**src/rtl/fpu_issue_gate.sv**
```systemverilog
module fpu_issue_gate #(
  parameter int VEC_W = 5,
  parameter logic [VEC_W-1:0] VEC_NOT_AVAIL = VEC_W'(7),
  parameter logic [VEC_W-1:0] VEC_MATH_ERR  = VEC_W'(16)
) (
  input  logic             clk,
  input  logic             rst_n,
  input  logic             issue_valid,
  input  logic [1:0]       issue_class,
  input  logic             esc_samples_err,
  input  logic             ctl_em,
  input  logic             ctl_mp,
  input  logic             ctl_ts,
  input  logic             math_err_n,
  output logic             exc_req,
  output logic [VEC_W-1:0] exc_vector,
  output logic             proceed
);

  localparam logic [1:0] CLS_ESC  = 2'b01;
  localparam logic [1:0] CLS_WAIT = 2'b10;

  logic [1:0] err_sync;

  always_ff @(posedge clk) begin
    if (!rst_n) err_sync <= '0;
    else        err_sync <= {err_sync[0], ~math_err_n};
  end

  wire is_esc     = (issue_class == CLS_ESC);
  wire is_wait    = (issue_class == CLS_WAIT);
  wire na_hit     = (is_esc & ctl_em) | ((is_esc | is_wait) & ctl_mp & ctl_ts);
  wire err_window = (is_esc & esc_samples_err) | (is_wait & ~ctl_em);
  wire err_hit    = err_window & err_sync[1];
  wire trap       = na_hit | err_hit;

  always_ff @(posedge clk) begin
    if (!rst_n) begin
      exc_req    <= 1'b0;
      exc_vector <= '0;
      proceed    <= 1'b0;
    end else begin
      exc_req    <= issue_valid & trap;
      proceed    <= issue_valid & ~trap;
      exc_vector <= !(issue_valid & trap) ? '0 :
                    na_hit ? VEC_NOT_AVAIL : VEC_MATH_ERR;
    end
  end

  p_one_outcome_r8: assert property (@(posedge clk) disable iff (!rst_n)
    $onehot0({exc_req, proceed}));

  p_pulse_needs_issue_r8: assert property (@(posedge clk) disable iff (!rst_n)
    (exc_req || proceed) |-> $past(issue_valid));

  p_issue_gets_outcome_r8: assert property (@(posedge clk) disable iff (!rst_n)
    issue_valid |=> (exc_req || proceed));

  p_idle_vector_r8: assert property (@(posedge clk) disable iff (!rst_n)
    !exc_req |-> (exc_vector == '0));

  p_legal_vector_r4: assert property (@(posedge clk) disable iff (!rst_n)
    exc_req |-> (exc_vector == VEC_NOT_AVAIL || exc_vector == VEC_MATH_ERR));

  p_em_escape_r2: assert property (@(posedge clk) disable iff (!rst_n)
    (issue_valid && is_esc && ctl_em) |=> (exc_req && exc_vector == VEC_NOT_AVAIL));

  p_mp_ts_r3: assert property (@(posedge clk) disable iff (!rst_n)
    (issue_valid && (is_esc || is_wait) && ctl_mp && ctl_ts)
      |=> (exc_req && exc_vector == VEC_NOT_AVAIL));

  p_other_class_r7: assert property (@(posedge clk) disable iff (!rst_n)
    (issue_valid && !is_esc && !is_wait) |=> proceed);

  p_err_from_pin_r9: assert property (@(posedge clk) disable iff (!rst_n)
    (exc_req && exc_vector == VEC_MATH_ERR) |-> !$past(math_err_n, 3));

endmodule

```
**config.mk**
```make
export PLATFORM = sky130hd
export DESIGN_NAME = fpu_issue_gate
export DESIGN_NICKNAME = d
export VERILOG_FILES = /design/src/rtl/fpu_issue_gate.sv
export SDC_FILE = /design/constraint.sdc
export NUM_CORES = 1
export LEC_CHECK = 0
export BUFFER_PORTS_ARGS = -buffer_cell sky130_fd_sc_hd__buf_2
export CORE_AREA = 2 2 39 41
export DETAILED_ROUTE_END_ITERATION = 10
export DIE_AREA = 0 0 41 43
export RECOVER_POWER = 25
export SLEW_MARGIN = 20
export SYNTH_ARGS = -nofsm -noshare
export SYNTH_HDL_FRONTEND = slang
export SYNTH_SLANG_ARGS = --single-unit
```
**constraint.sdc**
```tcl
create_clock -name clk -period 1.4 [get_ports clk]
set_input_delay 0.21 -clock clk [delete_from_list [all_inputs] [get_ports clk]]
set_output_delay 0.21 -clock clk [all_outputs]
set_load 0.02 [all_outputs]
```
==> impl_metrics.tcl <==
set metrics [dict create \
    core_area_sq_um 1384 \
    cts_tree "done" \
    crit_path_max_incr_delay_ns 0.32 \
    hold_class "in -> reg" \
    cts_buffer_depth 2 \
    fmax_mhz 1072 \
    reg2regPathDepth 2 \
    syn2layout_area_growth_pct 35.51 \
    use_met1_pct 6.796 \
    synth_cell_type_count 17 \
    row_count 14 \
    holdBufCountCts 0 \
    io_buffers 15 \
    ys_warn_count 0 \
    initial_utilization_pct 19.35 \
    yosys_register_bits 6 \
    fin_cells 59 \
    hold_viol 0 \
    path_depth 1 \
    place_inst 56 \
    grt.met3_usage_pct 4.712 \
    drtIter0Drc 0 \
    synth_top_area_share_pct 44.86 \
    cts_resized 0 \
    antenna_found_initial 0 \
    clockRootBuffer "clkbuf_4" \
    synth_area_leader_cell "dfxtp_1" \
    crit_family "flip-flops" \
    fillerInstances 162 \
    startpoint_type "flop" \
    p_leak_nw 0.1884 \
    crit_arrival_ns 0.72 \
    outcome "complete, no violations" \
    num_vias 208 \
    path_class "reg -> out" \
    avgSynthCellArea_sq_um 9.563 \
    power_density_nw_per_um2 1062 \
    synth_edf_count 0 \
    drt_first_pass_iters 1 \
    maxSlewViolCount 0 \
    die_w_um 41 \
    grt_max_degree 5 \
    synth.most_common_cell "dfxtp_1" \
    netlist_top_cells_count "dfxtp_1, buf_4, nand2_1, ha_1, inv_1" \
    seq_area_frac_synth_pct 44.86 \
    post-route-drc-count 0 \
    gp_congestion 0.6150 \
    cts_sinks 6 \
    path_cells "buf_2" \
    drtAntennaViolNets 0 \
    setup_viol 0 \
    synthCells 28 \
    fin_setup_tns_ns 0 \
    num_io_pins 17 \
    n_antenna_cell 0 \
    async_reset_ff_share_pct 0 \
    synth_nets 40 \
    htreeDepth 1 \
    rsz0062_at_grt "no" \
    cp_num_buf_inv 1 \
    dieArea_sq_um 1763 \
    met2_usage_pct 6.875 \
    cp_max_fo 3 \
    synth_area_leaders "dfxtp_1, ha_1, buf_4" \
    finalCriticalPeriod_ns 0.9330 \
    grt_usage_pct 5.835 \
    period_share_pct 66.64 \
    cts_inserted_buffers 3 \
    gr-total-overflow 0 \
    via_per_inst 3.525 \
    worst_ir_drop_vdd_uv 252.2 \
    grt.busiest_layer "met2" \
    drv_cap 0 \
    finClkSkew_ns 0.002955 \
    drive_gt1_share_pct 51.16 \
    cp-end-kind "output pin" \
    post-cts-setup-buffers 0 \
    grt_pass1_vias 187 \
    clk_latency_ns 0.24 \
    nets 57 \
    required_ns 1.19 \
    die-height_um 43 \
    avgRoutedWirePerCell_um 6.797 \
    critPathSlowestCell "dfxtp_1" \
    cts.clk_slew.worst_paths_ns 0.05 \
    routed_wl_um 401 \
    netlist_area_sq_um 267.8 \
    grt_pass1_wl_um 641 \
    hold_path_depth 2 \
    ys.flop_type "dfxtp_1" \
]
layout by cell type (no fill, tap or decap), drive strengths merged:
master,netlist,routed
ha,2,2
nor3b,1,1
a21oi,1,1
dfxtp,6,6
buf,3,15
inv,2,2
nor2,1,1
and2,2,2
nor3,1,1
nand2,3,3
clkbuf,0,3
o21ai,2,2
nor2b,2,2
o21a,1,1
conb,1,1
logic make-up (layout without fill, tap and decap cells):
logic type      after synthesis  count (layout)  synth area share [%]
flops                         6               6                 44.86
fa+ha+maj                     2               2                 9.344
simple gates                 10              10                 23.36
compound gates                4               4                 9.811
buf+inv                       5              20                 11.22
other cells                   1               1                 1.401
area by class of cell:
class,instances,area [sq um],area share [%]
Inverter,2,7.507,2.069
Multi-Input combinational cell,17,117.6,32.41
Clock buffer,3,22.52,6.207
Timing Repair Buffer,15,75.07,20.69
Tap cell,16,20.02,5.517
Sequential cell,6,120.1,33.10
stage by stage:
stage / util (%) / hold WS [ns] / power [mW] / setup slack, ns / instance area, sq um
floorplan: - / 0.2816 / 0.2175 / 0.4242 / 267.8
CTS: 26.22 / 0.1113 / 0.3961 / 0.4474 / 362.8
detailed placement: 24.59 / 0.3713 / 0.2346 / 0.2762 / 340.3
finish: 26.22 / 0.1223 / 0.3854 / 0.4670 / 362.8
global route: 26.22 / 0.1221 / 0.4067 / 0.4319 / 362.8
global placement: 24.59 / 0.3647 / 0.2343 / 0.2654 / 340.3
sequential cells by signal, indices dropped and copies added, names as in the netlist:
signal      count
err_sync        2
exc_req         1
exc_vector      2
proceed         1
power breakdown:
part,internal [mW],leakage (nW),switching (mW),total (mW)
logic,0.0235,0.125,0.0273,0.0508
clock network,0.0967,0.0138,0.0581,0.155
registers,0.178,0.0492,0.00174,0.180
per-layer routing:
metal | vias to the layer above | share of wire (%)
met5 | - | 0
met4 | 0 | 0
met3 | 0 | 13
met2 | 8 | 46
met1 | 86 | 41
li1 | 114 | -
worst paths after layout:
path / endpoint / slack (ns) / startpoint
min reg2reg: err_sync[1] / 0.43 / err_sync[0]
max reg2reg: proceed / 0.76 / err_sync[1]
max: exc_vector[1] / 0.47 / exc_vector[2]
min: err_sync[0] / 0.12 / math_err_n
Note: power is estimated with default switching activity, not from simulation.
